===== src/rtl/rxu_pkg.sv =====
package rxu_pkg;
  localparam int DATA_W  = 9;
  localparam int ENTRY_W = DATA_W + 2;

  typedef enum logic [2:0] {ST_IDLE, ST_START, ST_DATA, ST_PAR, ST_STOP} rx_state_t;

  typedef struct packed {
    logic              ferr;
    logic              perr;
    logic [DATA_W-1:0] data;
  } rx_entry_t;

  localparam logic [1:0] MD_LOOSE  = 2'd1;
  localparam logic [1:0] MD_STRICT = 2'd2;
endpackage


===== src/rtl/rxu_framer.sv =====
module rxu_framer
  import rxu_pkg::*;
#(
  parameter int OSR = 16
) (
  input  logic      clk,
  input  logic      rst_n,
  input  logic      en_i,
  input  logic      abort_i,
  input  logic      os16_i,
  input  logic      tick_i,
  input  logic      rxd_i,
  input  logic [2:0] len_i,
  input  logic      par_en_i,
  input  logic      par_odd_i,
  output logic      done_o,
  output rx_entry_t ent_o
);
  localparam int PH_W = $clog2(OSR);
  localparam logic [PH_W-1:0] MID  = PH_W'(OSR/2 - 1);
  localparam logic [PH_W-1:0] LAST = PH_W'(OSR - 1);

  rx_state_t         st;
  logic [PH_W-1:0]   ph;
  logic [3:0]        bitn;
  logic [3:0]        nbits;
  logic [DATA_W-1:0] shreg;
  logic              par_acc, perr_r, samp;

  always_comb begin
    nbits = (len_i >= 3'd4) ? 4'd9 : (4'd5 + {1'b0, len_i});
    samp  = tick_i && (os16_i ? (ph == LAST) : 1'b1);
  end

  always_ff @(posedge clk) begin
    if (!rst_n) begin
      st <= ST_IDLE; ph <= '0; bitn <= '0; shreg <= '0;
      par_acc <= 1'b0; perr_r <= 1'b0; done_o <= 1'b0; ent_o <= '0;
    end else begin
      done_o <= 1'b0;
      if (abort_i || !en_i) begin
        st <= ST_IDLE;
      end else begin
        case (st)
          ST_IDLE: if (tick_i && !rxd_i) begin
            ph <= '0; bitn <= '0; shreg <= '0; par_acc <= 1'b0; perr_r <= 1'b0;
            st <= os16_i ? ST_START : ST_DATA;
          end
          ST_START: if (tick_i) begin
            if (ph == MID) begin
              ph <= '0;
              st <= rxd_i ? ST_IDLE : ST_DATA;
            end else ph <= ph + 1'b1;
          end
          ST_DATA: begin
            if (tick_i) ph <= ph + 1'b1;
            if (samp) begin
              shreg[bitn] <= rxd_i;
              par_acc     <= par_acc ^ rxd_i;
              bitn        <= bitn + 1'b1;
              if (bitn == nbits - 4'd1) st <= par_en_i ? ST_PAR : ST_STOP;
            end
          end
          ST_PAR: begin
            if (tick_i) ph <= ph + 1'b1;
            if (samp) begin
              perr_r <= ((par_acc ^ rxd_i) != par_odd_i);
              st     <= ST_STOP;
            end
          end
          ST_STOP: begin
            if (tick_i) ph <= ph + 1'b1;
            if (samp) begin
              done_o <= 1'b1;
              ent_o  <= '{ferr: ~rxd_i, perr: par_en_i & perr_r, data: shreg};
              st     <= ST_IDLE;
            end
          end
          default: st <= ST_IDLE;
        endcase
      end
    end
  end

  assert_stop_yields_char_R4: assert property (@(posedge clk) disable iff (!rst_n)
    (st == ST_STOP && samp && en_i && !abort_i) |=> done_o);
endmodule


===== src/rtl/rxu_gate.sv =====
module rxu_gate
  import rxu_pkg::*;
(
  input  logic              clk,
  input  logic              rst_n,
  input  logic              cmd_we_i,
  input  logic [3:0]        cmd_i,
  input  logic [1:0]        mode_i,
  input  logic [7:0]        addr0_i,
  input  logic [7:0]        addr1_i,
  input  logic              done_i,
  input  logic [DATA_W-1:0] data_i,
  output logic              store_o,
  output logic              enabled_o,
  output logic              locked_o,
  output logic              open_o,
  output logic              abort_o,
  output logic              flush_o
);
  logic filt, is_addr, match, pass;

  always_comb begin
    filt    = (mode_i == MD_LOOSE) || (mode_i == MD_STRICT);
    is_addr = filt && data_i[DATA_W-1];
    match   = (data_i[7:0] == addr0_i) || (data_i[7:0] == addr1_i);
    if (!filt)        pass = 1'b1;
    else if (is_addr) pass = (mode_i == MD_LOOSE) ? 1'b1 : match;
    else              pass = open_o;
    store_o = done_i && enabled_o && !locked_o && pass;
    abort_o = cmd_we_i && cmd_i[1];
    flush_o = cmd_we_i && cmd_i[2];
  end

  always_ff @(posedge clk) begin
    if (!rst_n) begin
      enabled_o <= 1'b0; locked_o <= 1'b0; open_o <= 1'b0;
    end else begin
      if (cmd_we_i && cmd_i[0]) enabled_o <= 1'b1;
      if (cmd_we_i && cmd_i[1])      locked_o <= 1'b0;
      else if (cmd_we_i && cmd_i[3]) locked_o <= 1'b1;
      if (done_i && is_addr) open_o <= pass;
    end
  end

  assert_unlock_beats_lock_R9: assert property (@(posedge clk) disable iff (!rst_n)
    (cmd_we_i && cmd_i[1]) |=> !locked_o);
  assert_lock_takes_R9: assert property (@(posedge clk) disable iff (!rst_n)
    (cmd_we_i && cmd_i[3] && !cmd_i[1]) |=> locked_o);
endmodule


===== src/rtl/rxu_fifo.sv =====
module rxu_fifo #(
  parameter int DEPTH = 4,
  parameter int W     = 11,
  localparam int CW   = $clog2(DEPTH + 1)
) (
  input  logic          clk,
  input  logic          rst_n,
  input  logic          push_i,
  input  logic [W-1:0]  din_i,
  input  logic          flush_i,
  input  logic [CW-1:0] depth_i,
  output logic          full_o,
  output logic          m_valid_o,
  input  logic          m_ready_i,
  output logic [W-1:0]  m_data_o
);
  localparam int PW = (DEPTH > 1) ? $clog2(DEPTH) : 1;

  logic [W-1:0]  mem [DEPTH];
  logic [PW-1:0] wptr, rptr;
  logic [CW-1:0] count, lim;
  logic          pop;

  function automatic logic [PW-1:0] nxt(input logic [PW-1:0] p);
    return (p == PW'(DEPTH - 1)) ? '0 : p + 1'b1;
  endfunction

  always_comb begin
    if (depth_i == '0)                lim = CW'(1);
    else if (depth_i > CW'(DEPTH))    lim = CW'(DEPTH);
    else                              lim = depth_i;
    full_o    = (count >= lim);
    m_valid_o = (count != '0);
    m_data_o  = mem[rptr];
    pop       = m_valid_o && m_ready_i;
  end

  always_ff @(posedge clk) begin
    if (push_i) mem[wptr] <= din_i;
  end

  always_ff @(posedge clk) begin
    if (!rst_n || flush_i) begin
      wptr <= '0; rptr <= '0; count <= '0;
    end else begin
      if (push_i) wptr <= nxt(wptr);
      if (pop)    rptr <= nxt(rptr);
      case ({push_i, pop})
        2'b10:   count <= count + 1'b1;
        2'b01:   count <= count - 1'b1;
        default: count <= count;
      endcase
    end
  end

  assert_no_overflow_R11: assert property (@(posedge clk) disable iff (!rst_n)
    push_i |-> !full_o);
  assert_wptr_hold_R10: assert property (@(posedge clk) disable iff (!rst_n)
    (!push_i && !flush_i) |=> $stable(wptr));
  assert_stall_hold_R13: assert property (@(posedge clk) disable iff (!rst_n)
    (m_valid_o && !m_ready_i && !flush_i) |=> (m_valid_o && $stable(m_data_o)));
endmodule


===== src/rtl/addr_uart_rx.sv =====
module addr_uart_rx
  import rxu_pkg::*;
#(
  parameter int OSR        = 16,
  parameter int FIFO_DEPTH = 4,
  localparam int CNT_W     = $clog2(FIFO_DEPTH + 1)
) (
  input  logic               clk,
  input  logic               rst_n,
  input  logic               tick_i,
  input  logic               os16_i,
  input  logic               rxd_i,
  input  logic [2:0]         len_i,
  input  logic               par_en_i,
  input  logic               par_odd_i,
  input  logic [1:0]         mode_i,
  input  logic [7:0]         addr0_i,
  input  logic [7:0]         addr1_i,
  input  logic               cmd_we_i,
  input  logic [3:0]         cmd_i,
  input  logic               stat_clr_i,
  input  logic [CNT_W-1:0]   depth_i,
  output logic               m_valid_o,
  input  logic               m_ready_i,
  output logic [ENTRY_W-1:0] m_data_o,
  output logic               nempty_o,
  output logic               overrun_o,
  output logic               frame_err_o,
  output logic               parity_err_o,
  output logic               enabled_o,
  output logic               locked_o,
  output logic               gate_open_o
);
  logic      done, store, abort, flush, full, wr, ovr_set;
  rx_entry_t ent;

  rxu_framer #(.OSR(OSR)) u_framer (
    .clk(clk), .rst_n(rst_n), .en_i(enabled_o), .abort_i(abort), .os16_i(os16_i),
    .tick_i(tick_i), .rxd_i(rxd_i), .len_i(len_i), .par_en_i(par_en_i),
    .par_odd_i(par_odd_i), .done_o(done), .ent_o(ent));

  rxu_gate u_gate (
    .clk(clk), .rst_n(rst_n), .cmd_we_i(cmd_we_i), .cmd_i(cmd_i), .mode_i(mode_i),
    .addr0_i(addr0_i), .addr1_i(addr1_i), .done_i(done), .data_i(ent.data),
    .store_o(store), .enabled_o(enabled_o), .locked_o(locked_o), .open_o(gate_open_o),
    .abort_o(abort), .flush_o(flush));

  assign wr      = store && !full;
  assign ovr_set = store && full;

  rxu_fifo #(.DEPTH(FIFO_DEPTH), .W(ENTRY_W)) u_fifo (
    .clk(clk), .rst_n(rst_n), .push_i(wr), .din_i(ent), .flush_i(flush),
    .depth_i(depth_i), .full_o(full), .m_valid_o(m_valid_o), .m_ready_i(m_ready_i),
    .m_data_o(m_data_o));

  assign nempty_o = m_valid_o;

  always_ff @(posedge clk) begin
    if (!rst_n) begin
      overrun_o <= 1'b0; frame_err_o <= 1'b0; parity_err_o <= 1'b0;
    end else begin
      if (stat_clr_i) begin
        overrun_o <= 1'b0; frame_err_o <= 1'b0; parity_err_o <= 1'b0;
      end
      if (ovr_set)          overrun_o    <= 1'b1;
      if (wr && ent.ferr)   frame_err_o  <= 1'b1;
      if (wr && ent.perr)   parity_err_o <= 1'b1;
    end
  end

  assert_status_clear_R12: assert property (@(posedge clk) disable iff (!rst_n)
    (stat_clr_i && !store) |=> (!overrun_o && !frame_err_o && !parity_err_o));
endmodule


===== config.mk =====
export PLATFORM = sky130hd
export DESIGN_NAME = addr_uart_rx
export DESIGN_NICKNAME = d
export VERILOG_FILES = /design/src/rtl/rxu_pkg.sv /design/src/rtl/rxu_framer.sv /design/src/rtl/rxu_gate.sv /design/src/rtl/rxu_fifo.sv /design/src/rtl/addr_uart_rx.sv
export SDC_FILE = /design/constraint.sdc
export NUM_CORES = 1
export LEC_CHECK = 0
export ABC_AREA = 1
export BUFFER_PORTS_ARGS = -buffer_cell sky130_fd_sc_hd__buf_2
export CAP_MARGIN = 30
export CORE_MARGIN = 2
export CORE_UTILIZATION = 35
export CTS_CLUSTER_DIAMETER = 50
export CTS_CLUSTER_SIZE = 20
export DETAILED_ROUTE_END_ITERATION = 10
export SYNTH_ARGS = -nofsm -noshare
export SYNTH_HDL_FRONTEND = slang
export SYNTH_SLANG_ARGS = --single-unit

===== constraint.sdc =====
create_clock -name clk -period 4.1 [get_ports clk]
set_input_delay 0.41 -clock clk [delete_from_list [all_inputs] [get_ports clk]]
set_output_delay 0.41 -clock clk [all_outputs]
set_load 0.01 [all_outputs]

== Yosys cells after proc, flatten, opt, wreduce, memory -nomap -nowiden ==
Memory sizes are Yosys's and may differ from the RTL's. A register that Yosys moved wholly into a read port is not among the register bits.
Index checks and enable logic that the tools add are counted.
Word-level totals
  bits in registers: 47
  bits in writable memories: 44
  bits of input ports: 38
  output and inout port bits: 19
  memories kept: 1
Operators by class
  add/subtract/negate cells: 8
  order comparisons: 5
  equality and inequality tests: 24
  mux-type cells: 48
  bitwise operators: 6
  reduce and logical (&&, ||, !) cells: 45
Memory list
  u_fifo.mem: depth 4, width 11, read ports 1, clocked after memory_dff 1, wr ports 1, line rxu_fifo.sv:19  | logic [W-1:0] mem [DEPTH];
Operators by type and width (number)
  2-to-1 mux 3 bit: 10
  2-to-1 mux 4 bit: 6
  2-to-1 mux 9 bit: 2
  case mux 9 bit (2 select lines): 1
  logical AND 1 bit: 17
  equality test 8 bit: 2
  2-to-1 mux 1 bit: 15
  case mux 3 bit (5 select lines): 1
  != test 2 x 1 -> 1 bit (second input constant): 7
  2-to-1 mux 2 bit: 6
  case mux 4 bit (3 select lines): 1
  nonzero test 2 bit: 6
  bitwise mux 9 bit: 1
  adder 4 x 1 -> 4 bit (second input constant): 2
  equality test 2 bit (second input constant): 4
  case mux 4 bit (2 select lines): 1
  AND reduction 4 bit: 2
  AND reduction 7 bit: 1
  equality test 3 x 2 -> 1 bit (second input constant): 2
  logical NOT 3 bit: 2
  case mux 3 bit (2 select lines): 1
  nonzero test 3 bit: 2
  OR reduction 3 bit: 2
  logical NOT 1 bit: 5
  other kinds (27): 37

== Longest topological paths before layout ==
  word-level depth: 9
  mapped depth: 17
  depth with buffers taken out: 17

== Hierarchy ==
From an unflattened synthesis, not the netlist that was laid out.
Second synthesis, totals
  cells, all modules: 553
  area, all modules: 4578.1 µm²
Modules (own cells, without submodules)
  rxu_fifo: times used 1, cells each 181, area an instance 2209.6 µm², seq. area each 1501.4 µm²
  rxu_framer: times used 1, cells each 270, area an instance 1809.2 µm², seq. area each 680.7 µm²
  rxu_gate: times used 1, cells each 84, area an instance 432.9 µm², seq. area each 60.1 µm²
  addr_uart_rx: times used 1, cells each 18, area an instance 126.4 µm², seq. area each 60.1 µm²

== Worst setup path before layout ==
Ideal clock, no wire load.
  path type: in2reg
  start point: input port depth_i[2]
  end point: register u_fifo.count[1]
  library setup time: 0.064 ns
  arrival time: 2.331 ns
  data required time: 4.036 ns
  setup slack: 1.705 ns
  cell stages on the path: 11
  buffers on the path: 0
  cells stage by stage: inv_1 -> ha_1 -> a21oi_1 -> o21ai_0 -> a31oi_1 -> nand3_2 -> ha_1 -> inv_1 -> fa_1 -> o21a_1 -> nor2_1
Between the ends
  cells in the longest elaborated chain, start to end: 8
  elaborated cells on any way between the ends: 11
RTL lines
  start, declared: line addr_uart_rx.sv:22  | input logic [CNT_W-1:0] depth_i,
  > comparator 3 bit: line rxu_fifo.sv:30  | else if (depth_i > CW'(DEPTH)) lim = CW'(DEPTH);
  2-to-1 mux 3 bit: line rxu_fifo.sv:30
  2-to-1 mux 3 bit *: line rxu_fifo.sv:29  | if (depth_i == '0) lim = CW'(1);
  greater-or-equal comparator 3 bit *: line rxu_fifo.sv:32  | full_o = (count >= lim);
  logical NOT 1 bit *: line addr_uart_rx.sv:48  | assign wr = store && !full;
  logical AND 1 bit *: line addr_uart_rx.sv:48
  equality test 2 x 1 -> 1 bit / equality test 2 bit (equally long branches): line rxu_fifo.sv:48  | case ({push_i, pop})
  case mux 3 bit (2 select lines) / nonzero test 2 bit (equally long branches)
  end signal, assigned: line rxu_fifo.sv:49  | 2'b10: count <= count + 1'b1;
  end signal, assigned: line rxu_fifo.sv:50  | 2'b01: count <= count - 1'b1;
  end signal, assigned: line rxu_fifo.sv:51  | default: count <= count;
  end, declared: line rxu_fifo.sv:21  | logic [CW-1:0] count, lim;
Mark *: on every way between the ends. The rest lies on a longest branch, timed or not.
A chain may end at the register's enable or synchronous reset.

== Final worst setup path ==
  start point: register u_framer.ent_o[7] (netlist bit)
  end point: register u_fifo.count[2]
Between the ends
  cells in the longest elaborated chain, start to end: 9
  elaborated cells on any way between the ends: 12
RTL lines
  start, declared: line rxu_framer.sv:17  | output rx_entry_t ent_o
  start signal, assigned: line rxu_framer.sv:75  | ent_o <= '{ferr: ~rxd_i, perr: par_en_i & perr_r, data: shreg};
  equality test 8 bit: line rxu_gate.sv:25  | match = (data_i[7:0] == addr0_i) || (data_i[7:0] == addr1_i);
  logical OR 1 bit *: line rxu_gate.sv:25
  2-to-1 mux 1 bit * (2 in a row): line rxu_gate.sv:27  | else if (is_addr) pass = (mode_i == MD_LOOSE) ? 1'b1 : match;
  2-to-1 mux 1 bit *: line rxu_gate.sv:26  | if (!filt) pass = 1'b1;
  logical AND 1 bit *: line rxu_gate.sv:29  | store_o = done_i && enabled_o && !locked_o && pass;
  logical AND 1 bit *: line addr_uart_rx.sv:48
  equality test 2 x 1 -> 1 bit / equality test 2 bit (equally long branches): line rxu_fifo.sv:48
  case mux 3 bit (2 select lines) / nonzero test 2 bit (equally long branches)
Marks and branches as above.

==> results.cfg <==
[status]
status = completed

[global_routing]
track_usage = 0.154
antenna_found_initial = 0
first_global_vias = 3360
grt_use_met1 = 0.196
grt_max_degree = 24
top_usage_layer = met2
grt_pass1_wl_um = 16200
grt_use_met3 = 0.0348
grt_use_met2 = 0.259
grt_overflow = 0

[worst_setup_path]
cp_common_cell = nand2_1
cp_max_fo = 8
cp-end-kind = flip-flop
crit_family = simple AND/OR/NAND/NOR gates
regToRegSetupSlack_ns = 1.44
cpPeakStageDelay_ns = 0.51
worst-path-buf-inv = 2
start_kind = flip-flop
worst-path-stages = 17
timing.rr.start = u_framer.ent_o[7]$_SDFFE_PN0P_
critPathKind = flip-flop to flip-flop
critPathRequiredTime_ns = 4.33
reg2regPathDepth = 17
cpMaxStageDelayCell = dfxtp_1
arrival_ns = 2.89
path_cells = inv_1, nand2_1, nand2_1, nand2_1, nor2_1, nand2_1, nand3_1, nand2_1, nand2_1, nand3_2, ha_1, inv_1, fa_1, a21oi_1, o21ai_0, o21ai_0, a21oi_1
rr_endpoint = u_fifo.count[2]$_SDFFE_PP0P_

[detailed_routing]
ant_nets = 0
vias = 3417
drt_iter0_drc = 155
routed_wirelength_um = 9970
wl_per_cell_um = 13.8
drc_errors = 0
dr.pass1.iters = 4
vias_per_cell = 4.72

[timing]
fin_crit_ns = 2.66
drv_slew = 0
rsz0062_at_grt = false
max_freq_mhz = 376
totalNegativeSetupSlack_ns = 0
period_share = 0.649
finalClockSkew_ns = 0.00759
tightest_slew_ns = 0.944
finalHoldViolations = 0
setup-violations-final = 0
slew_headroom = 0.368

[die]
dieWidth_um = 117
start_util = 0.355
die_area_um2 = 13600
die_h_um = 117
rows = 41
core_area_um2 = 12500
ioPinCount = 57

[final_layout]
num_antenna_cells = 0
fin_cells = 724
area_growth_syn_to_layout_pct = 16.8
multi_input_area_um2 = 1850
fin_nets = 601
n_fill_cell = 1284
ff_latch_area_um2 = 2300
drive_gt1_frac = 0.187

[clocking]
cts_resized = 0
cts_max_path_buffers = 2
post_cts_buffers = 0
cts.sinks = 93
h-tree-depth = 3
root_buffer = clkbuf_16
clk-insertion-delay-late_ns = 0.34
cts_tree = done
clk_pin_slew_ns = 0.07
ctsHoldBuffers = 0
numCtsBuffers = 9

[place]
dp_cells = 706
place_congestion = 0.844
hpwl_um = 7340
io_buffers = 56

[logic_synthesis]
ys_warn_count = 0
netlist_area_um2 = 4450
synth.avg_cell_area_um2 = 9.08
synth-main-ff-cell = dfxtp_1
syn-instance-count = 490
yosys_register_bits = 93
synth_nets = 544
synth-async-reset-ratio = 0
seq_area_frac_synth = 0.518
ys_types = 49
synth_edf_count = 44

[pwr]
power_density_nw_per_um2 = 357
ir_worst_vdd_mv = 0.165
p_leak_nw = 2.12

[run]
maxCapViolations = 0

[hold_path]
hp-start = cmd_i[1]
hp-class = input port to flip-flop
min_path_cells = 2
whs_endpoint = u_gate.locked_o$_SDFFE_PP0P_
metrics by stage:
stage | hold slack [ns] | cell area [um^2] | setup slack [ns] | power, mW | utilization
global route | 0.263 | 5200 | 1.12 | 1.92 | 0.415
global placement | 0.452 | 4890 | 1.29 | 1.08 | 0.391
floorplan | 0.426 | 4450 | 1.70 | 1.05 | -
detailed placement | 0.455 | 4890 | 1.17 | 1.08 | 0.391
finish | 0.269 | 5200 | 1.44 | 1.85 | 0.415
CTS | 0.261 | 5180 | 1.30 | 1.88 | 0.414
report_power, final:
part	switching (mW)	internal [mW]
clock network	0.371	0.421
registers	0.00335	0.966
logic	0.0554	0.0377
total	0.430	1.42
kinds of logic (layout without fill, tap and decap cells):
group                      after synthesis  in the layout  share of synthesized area
xor gates and xnor gates                14             14                     0.0276
AOI/OAI and AO/OA                      118            118                      0.157
DFF                                     93             93                      0.518
adders and majority gates               16             16                     0.0467
buffers and inverters                   77            139                     0.0672
and+or+nand+nor                        172            172                      0.184
worst max-delay path by stage:
stage	start	to	slack [ns]
2_1_floorplan	depth_i[2]	u_fifo.count[1]$_SDFFE_PP0P_	1.70
3_3_place_gp	depth_i[2]	u_fifo.mem[3][2]$_DFFE_PP_	1.29
3_5_place_dp	depth_i[2]	u_fifo.mem[2][2]$_DFFE_PP_	1.17
4_1_cts	u_framer.ent_o[6]$_SDFFE_PN0P_	u_fifo.mem[2][9]$_DFFE_PP_	1.30
5_1_grt	u_framer.ent_o[3]$_SDFFE_PN0P_	u_fifo.mem[1][3]$_DFFE_PP_	1.12
6_report	u_framer.ent_o[7]$_SDFFE_PN0P_	u_fifo.count[2]$_SDFFE_PP0P_	1.44
state kept, by name, summed over array words and instances (netlist names), 2 cells and up, named ones only:
name            count
u_fifo.count        3
u_framer.ph         4
u_fifo.rptr         2
u_fifo.mem         44
u_framer.ent_o     11
u_framer.bitn       4
u_framer.st         3
u_framer.shreg      9
u_fifo.wptr         2
Yosys cell counts, types with 2 or more instances:
master	count	area, um^2
nor3b_1	2	15.0
nand2_1	72	270
xor2_1	2	17.5
dfxtp_1	49	981
o21ai_1	3	15.0
nand4_1	4	25.0
o21bai_1	2	15.0
inv_2	5	18.8
a21oi_1	33	165
nand2_2	2	12.5
nand2_4	5	56.3
nand3b_1	3	22.5
o21ai_2	2	17.5
ha_1	15	188
o211ai_1	2	15.0
clkbuf_1	9	33.8
a211oi_1	3	22.5
o22ai_1	11	68.8
nor2_4	2	22.5
o21ai_0	50	250
nand3_1	8	40.0
inv_1	58	218
nor3_1	10	50.1
nor3_2	2	20.0
edfxtp_1	44	1320
nor2_2	2	12.5
o211a_1	5	50.1
nor2_1	53	199
xnor2_1	12	105
cell type report:
type / count / share of cell area
sequential: 93 / 0.443
clock buffer: 9 / 0.0433
clock inverter: 7 / 0.0116
multi-input combinational: 320 / 0.355
tap: 172 / 0.0414
inverter: 65 / 0.0479
timing repair buffer: 58 / 0.0575
layer usage:
metal	vias to the layer above	wire, um	part of all wire
met5	-	0	0
met4	0	103	0.010
met3	9	387	0.039
met2	71	4920	0.49
met1	1577	4550	0.46
li1	1760	-	-
cell usage in the layout, fill, tap and decap left out, types with 3 or more instances in the layout:
cell type / n
a211oi_1: 3
a21oi_1: 33
buf_2: 56
clkbuf_16: 9
clkinv_4: 4
dfxtp_1: 49
edfxtp_1: 44
ha_1: 15
inv_1: 58
inv_2: 5
nand2_1: 72
nand2_4: 5
nand3_1: 8
nand3b_1: 3
nand4_1: 4
nor2_1: 53
nor3_1: 10
o211a_1: 5
o21ai_0: 50
o21ai_1: 3
o22ai_1: 11
xnor2_1: 12
Note: power is estimated with default switching activity, not from simulation.
